$ cat config.mk
export PLATFORM = sky130hd
export DESIGN_NAME = mbox_bank
export DESIGN_NICKNAME = d
export VERILOG_FILES = /design/src/rtl/mbox_pkg.sv /design/src/rtl/mbox_addr_dec.sv /design/src/rtl/mbox_cell.sv /design/src/rtl/mbox_read_port.sv /design/src/rtl/mbox_bank.sv
export SDC_FILE = /design/constraint.sdc
export NUM_CORES = 2
export LEC_CHECK = 0
export BUFFER_PORTS_ARGS = -buffer_cell sky130_fd_sc_hd__buf_2
export CAP_MARGIN = 20
export CORE_MARGIN = 3
export CORE_UTILIZATION = 45
export CTS_CLUSTER_DIAMETER = 200
export DETAILED_ROUTE_END_ITERATION = 12
export SYNTH_ARGS = -nofsm -noshare
export SYNTH_HDL_FRONTEND = slang
export SYNTH_SLANG_ARGS = --single-unit
export TNS_END_PERCENT = 5
$ cat constraint.sdc
create_clock -name clk -period 1.5 [get_ports clk]
set_input_delay 0.075 -clock clk [delete_from_list [all_inputs] [get_ports clk]]
set_output_delay 0.075 -clock clk [all_outputs]
set_load 0.05 [all_outputs]
$ cat src/rtl/mbox_pkg.sv
package mbox_pkg;

    typedef enum logic [1:0] {
        ACC_NONE  = 2'd0,
        ACC_SET   = 2'd1,
        ACC_CLEAR = 2'd2
    } acc_kind_e;

    // Region field: 2'b10 raises bits, 2'b11 drops bits, anything else is unmapped.
    function automatic acc_kind_e region_kind(input logic en, input logic [1:0] region);
        if (!en || !region[1]) return ACC_NONE;
        return region[0] ? ACC_CLEAR : ACC_SET;
    endfunction

endpackage

$ cat src/rtl/mbox_addr_dec.sv
module mbox_addr_dec
    import mbox_pkg::*;
#(
    parameter int unsigned SLOT_W = 4,
    parameter int unsigned ADDR_W = SLOT_W + 4
) (
    input  logic              en,
    input  logic [ADDR_W-1:0] addr,
    output acc_kind_e         kind,
    output logic [SLOT_W-1:0] slot
);
    assign kind = region_kind(en, addr[ADDR_W-1:ADDR_W-2]);
    assign slot = addr[SLOT_W+1:2];
endmodule

$ cat src/rtl/mbox_cell.sv
module mbox_cell #(
    parameter int unsigned DATA_W     = 32,
    parameter int unsigned NUM_WPORTS = 2
) (
    input  logic                              clk,
    input  logic                              rst,
    input  logic [NUM_WPORTS-1:0][DATA_W-1:0] set_mask,
    input  logic [NUM_WPORTS-1:0][DATA_W-1:0] clr_mask,
    output logic [DATA_W-1:0]                 content,
    output logic                              active
);
    logic [DATA_W-1:0] set_any;
    logic [DATA_W-1:0] clr_any;

    always_comb begin
        set_any = '0;
        clr_any = '0;
        for (int p = 0; p < NUM_WPORTS; p++) begin
            set_any = set_any | set_mask[p];
            clr_any = clr_any | clr_mask[p];
        end
    end

    always_ff @(posedge clk) begin
        if (rst) content <= '0;
        else     content <= (content | set_any) & ~clr_any;
    end

    assign active = |content;

    assert_set_visible_R2: assert property (@(posedge clk) disable iff (rst)
        (|set_any) && !(|clr_any) |=> ((content & $past(set_any)) == $past(set_any)));

    assert_clear_wins_R7: assert property (@(posedge clk) disable iff (rst)
        (|clr_any) |=> ((content & $past(clr_any)) == '0));

    assert_clear_keeps_R3: assert property (@(posedge clk) disable iff (rst)
        !(|set_any) && (|clr_any) |=> ((content & ~$past(clr_any)) == ($past(content) & ~$past(clr_any))));

    assert_idle_hold_R8: assert property (@(posedge clk) disable iff (rst)
        !(|set_any) && !(|clr_any) |=> $stable(content));

endmodule

$ cat src/rtl/mbox_read_port.sv
module mbox_read_port
    import mbox_pkg::*;
#(
    parameter int unsigned TOTAL  = 16,
    parameter int unsigned DATA_W = 32,
    parameter int unsigned SLOT_W = 4,
    parameter int unsigned ADDR_W = SLOT_W + 4
) (
    input  logic                         clk,
    input  logic                         rst,
    input  logic                         rd_en,
    input  logic [ADDR_W-1:0]            rd_addr,
    input  logic [TOTAL-1:0][DATA_W-1:0] contents,
    output logic [DATA_W-1:0]            rd_data
);
    acc_kind_e         kind;
    logic [SLOT_W-1:0] slot;
    logic [DATA_W-1:0] pick;

    mbox_addr_dec #(.SLOT_W(SLOT_W), .ADDR_W(ADDR_W)) u_rdec (
        .en(rd_en), .addr(rd_addr), .kind(kind), .slot(slot)
    );

    always_comb begin
        pick = '0;
        if (kind == ACC_CLEAR) pick = contents[slot];
    end

    always_ff @(posedge clk) begin
        if (rst)        rd_data <= '0;
        else if (rd_en) rd_data <= pick;
    end

    assert_set_read_zero_R6: assert property (@(posedge clk) disable iff (rst)
        rd_en && (kind != ACC_CLEAR) |=> (rd_data == '0));

    assert_read_hold_R5: assert property (@(posedge clk) disable iff (rst)
        !rd_en |=> $stable(rd_data));

endmodule

$ cat src/rtl/mbox_bank.sv
module mbox_bank
    import mbox_pkg::*;
#(
    parameter int unsigned NUM_CORES    = 4,
    parameter int unsigned BOX_PER_CORE = 4,
    parameter int unsigned DATA_W       = 32,
    parameter int unsigned NUM_WPORTS   = 2,
    localparam int unsigned CORE_W      = (NUM_CORES > 1) ? $clog2(NUM_CORES) : 1,
    localparam int unsigned BOX_W       = (BOX_PER_CORE > 1) ? $clog2(BOX_PER_CORE) : 1,
    localparam int unsigned SLOT_W      = CORE_W + BOX_W,
    localparam int unsigned TOTAL       = NUM_CORES * BOX_PER_CORE,
    localparam int unsigned ADDR_W      = SLOT_W + 4
) (
    input  logic                              clk,
    input  logic                              rst,
    input  logic [NUM_WPORTS-1:0]             wr_en,
    input  logic [NUM_WPORTS-1:0][ADDR_W-1:0] wr_addr,
    input  logic [NUM_WPORTS-1:0][DATA_W-1:0] wr_data,
    input  logic                              rd_en,
    input  logic [ADDR_W-1:0]                 rd_addr,
    output logic [DATA_W-1:0]                 rd_data,
    output logic [TOTAL-1:0]                  mbox_irq
);
    acc_kind_e                         wkind [NUM_WPORTS];
    logic [SLOT_W-1:0]                 wslot [NUM_WPORTS];
    logic [NUM_WPORTS-1:0][DATA_W-1:0] set_m [TOTAL];
    logic [NUM_WPORTS-1:0][DATA_W-1:0] clr_m [TOTAL];
    logic [TOTAL-1:0][DATA_W-1:0]      contents;

    for (genvar p = 0; p < NUM_WPORTS; p++) begin : g_wdec
        mbox_addr_dec #(.SLOT_W(SLOT_W), .ADDR_W(ADDR_W)) u_wdec (
            .en(wr_en[p]), .addr(wr_addr[p]), .kind(wkind[p]), .slot(wslot[p])
        );
    end

    for (genvar s = 0; s < TOTAL; s++) begin : g_box
        always_comb begin
            for (int p = 0; p < NUM_WPORTS; p++) begin
                set_m[s][p] = '0;
                clr_m[s][p] = '0;
                if (wslot[p] == SLOT_W'(s)) begin
                    if (wkind[p] == ACC_SET)   set_m[s][p] = wr_data[p];
                    if (wkind[p] == ACC_CLEAR) clr_m[s][p] = wr_data[p];
                end
            end
        end

        mbox_cell #(.DATA_W(DATA_W), .NUM_WPORTS(NUM_WPORTS)) u_cell (
            .clk(clk), .rst(rst),
            .set_mask(set_m[s]), .clr_mask(clr_m[s]),
            .content(contents[s]), .active(mbox_irq[s])
        );
    end

    mbox_read_port #(.TOTAL(TOTAL), .DATA_W(DATA_W), .SLOT_W(SLOT_W), .ADDR_W(ADDR_W)) u_rd (
        .clk(clk), .rst(rst), .rd_en(rd_en), .rd_addr(rd_addr),
        .contents(contents), .rd_data(rd_data)
    );

    assert_reset_quiet_R9: assert property (@(posedge clk)
        $past(rst) |-> (mbox_irq == '0) && (rd_data == '0));

endmodule

==> impl_metrics.ini <==
[route]
final_antenna_net_count = 0
drc_errors = 0
routed_via_density = 6.96
drt_iter0_drc = 5497
routed_wl_mm = 150
wire_per_inst_um = 28.2
first_pass_iters = 8
via_count = 37000

[clock_tree]
clkTransAtPathRegs_ns = 0.06
clk_path_buf_depth = 3
cts_tree = built
cts-root-buf = clkbuf_16
clk_latency_ns = 0.66
htreeDepth = 2
numCtsBuffers = 61
postCtsSetupBuffers = 0
cts.sinks = 544

[power_and_ir_drop]
p_leak_nw = 15.8
peakVddDrop_v = 0.000937
p_per_area_nw_per_um2 = 824
p_total_mw = 35.3

[worst_setup_path]
crit_path_top_delay_cell = nor4_4
worstPathCellList = nor4_4 -> buf_4 -> nand4_1 -> or2_4 -> buf_8
path_class = flop to output port
start_kind = flop
critPathCaptureType = output port
reg2reg_depth = 5
crit_arrival_ns = 2.30
critical_path.max_fanout = 2
slowest_delay_ns = 0.40
crit_required_ns = 1.42

[run_status]
outcome = complete, but fails checks
violations = setup timing

[sta]
period_minus_slack_ns = 2.38
clock_skew_ns = 0.0257
worst_pin_slew_ns = 0.809
hold_ws_ns = 0.0288
period_share_pct = 159
layout_setup_ws_ns = -0.879
rsz0062_at_grt = true
drv_slew = 0
tns_ns = -13.23
setup_viol = 40
max_freq_mhz = 420
maxSlewHeadroom_pct = 46.1
final-hold-violation-count = 0

[placement]
place_inst = 5143
routabilityCongestion = 1.01
place_area_um2 = 39100
dp_hpwl_mm = 99.3
place.port_buffers = 134

[yosys]
synthArstFlopShare_pct = 0
synth.most_common_cell = o22ai_1
synth_cell_type_count = 30
synth_enable_flop_cells = 0
syn_area_um2 = 31200
syn_avg_cell_area_um2 = 8.27
yosys_warnings = 0
synthCells = 3773
yosysTopAreaCell = dfxtp_1
synth_seq_cells = 544
synth_common_cells = o22ai_1 (996), dfxtp_1 (544), nor2_1 (515)
synth.area.top_cells = dfxtp_1 (35%), o22ai_1 (20%), mux4_2 (6.9%)
seq_area_frac_synth_pct = 34.9
syn_nets = 3866
synth_top_area_share_pct = 34.9
synth_flop_cell = dfxtp_1

[hold_path]
holdPathStages = 5
hold_class = input port to flop

[floorplan]
initial_core_util_pct = 46.0
num_io_pins = 141
die_w_um = 269
core_area_um2 = 67900
core.rowCount = 95
die_area_um2 = 72500
die_height_um = 269

[job]
cap_violations = 0

[global_routing]
track_usage_pct = 39.1
antenna_found_initial = 6
grt_first_pass_wirelength_mm = 221
grt_pass1_vias = 33900
overflow = 0
grt_max_degree = 136

[cells_and_area]
fillers = 5662
syn2layout_area_growth_pct = 37.4
final_cell_area_um2 = 42900
fin_cells = 5320
nets = 4448
drive_above_1_share_pct = 35.2
-- sequential cells by signal, summed over array words and instances, names as in the netlist --
signal and flops:
u_rd.rd_data 32, g_box.u_cell.content 512
-- routing by layer --
layer / track usage, % / wire [um] / vias to the layer above
met5: 0.921 / 162 / -
met4: 19.8 / 8910 / 14
met3: 12.6 / 22500 / 542
met2: 56.7 / 62700 / 2994
met1: 52.1 / 55900 / 17600
li1: - / - / 15900
-- final timing paths --
| kind | slack (ns) | endpoint | start |
|---|---|---|---|
| worst min-delay path | 0.03 | g_box[11].u_cell.content[5] | wr_data[5] |
| worst max register to register | -0.10 | u_rd.rd_data[20] | g_box[15].u_cell.content[20] |
| worst min register to register | 0.48 | u_rd.rd_data[19] | u_rd.rd_data[19] |
| worst max-delay path | -0.88 | mbox_irq[4] | g_box[4].u_cell.content[20] |
-- logic make-up (layout without fill, tap and decap cells) --
| kind of cell | Yosys count | in the layout | share of synthesized area (%) |
|---|---|---|---|
| muxes | 192 | 192 | 10.1 |
| and+or+nand+nor | 1404 | 1404 | 23.9 |
| AOI/OAI and AO/OA | 1118 | 1118 | 23.4 |
| buffers and inverters | 515 | 1140 | 7.67 |
| DFF | 544 | 544 | 34.9 |
| other | 0 | 1 | 0 |
-- per-stage QoR --
step	utilization (%)	worst slack [ns]
floorplan	-	-0.0410
global placement	57.6	-0.601
detailed placement	57.6	-0.588
CTS	62.7	-0.870
global route	63.2	-0.935
finish	63.2	-0.879
-- power breakdown --
group          leakage, nW  switching (mW)  internal, mW  total [mW]
sequential            4.43           0.117          14.6        14.7
clock                0.973            6.65          8.60        15.3
combinational         10.4            3.37          2.02        5.39
-- what timing repair did --
item                                    in CTS  in global routing
resized for setup                          188                 74
pin swaps                                   26                 17
hold buffers                                70                  0
hold endpoints to repair                   392                  0
endpoints found under the setup margin      44                 51
-- cell usage in the layout (no fill, tap or decap), drive strengths merged, types with 3 or more instances in the layout --
master,synthesis,final
a22oi,62,62
buf,263,959
clkbuf,251,97
clkinv,0,9
dfxtp,544,544
dlygate4sd3,0,70
inv,1,3
mux2,32,32
mux2i,64,64
mux4,96,96
nand2,98,98
nand4,34,34
nand4b,73,73
nand4bb,12,12
nor2,515,515
nor3,512,512
nor4,128,128
o211ai,32,32
o22ai,1024,1024
or2,16,16
or4b,8,8
-- critical path: cells and delay by family (launching register included) --
family,cells,cell delay [ns]
flops,1,0.33
simple gates,3,0.98
buf+inv,2,0.35
-- final cells by class --
type / count / area [um^2] / area share (%)
Multi-Input combinational cell: 2714 / 19100 / 44.5
Sequential cell: 544 / 11000 / 25.6
Timing Repair Buffer: 1033 / 9670 / 22.6
Clock buffer: 93 / 1810 / 4.22
Tap cell: 921 / 1150 / 2.69
Clock inverter: 13 / 173 / 0.403
Inverter: 1 / 3.75 / 0.00876
Antenna cell: 1 / 2.50 / 0.00584
No activity file was read; power rests on OpenSTA's default activity.
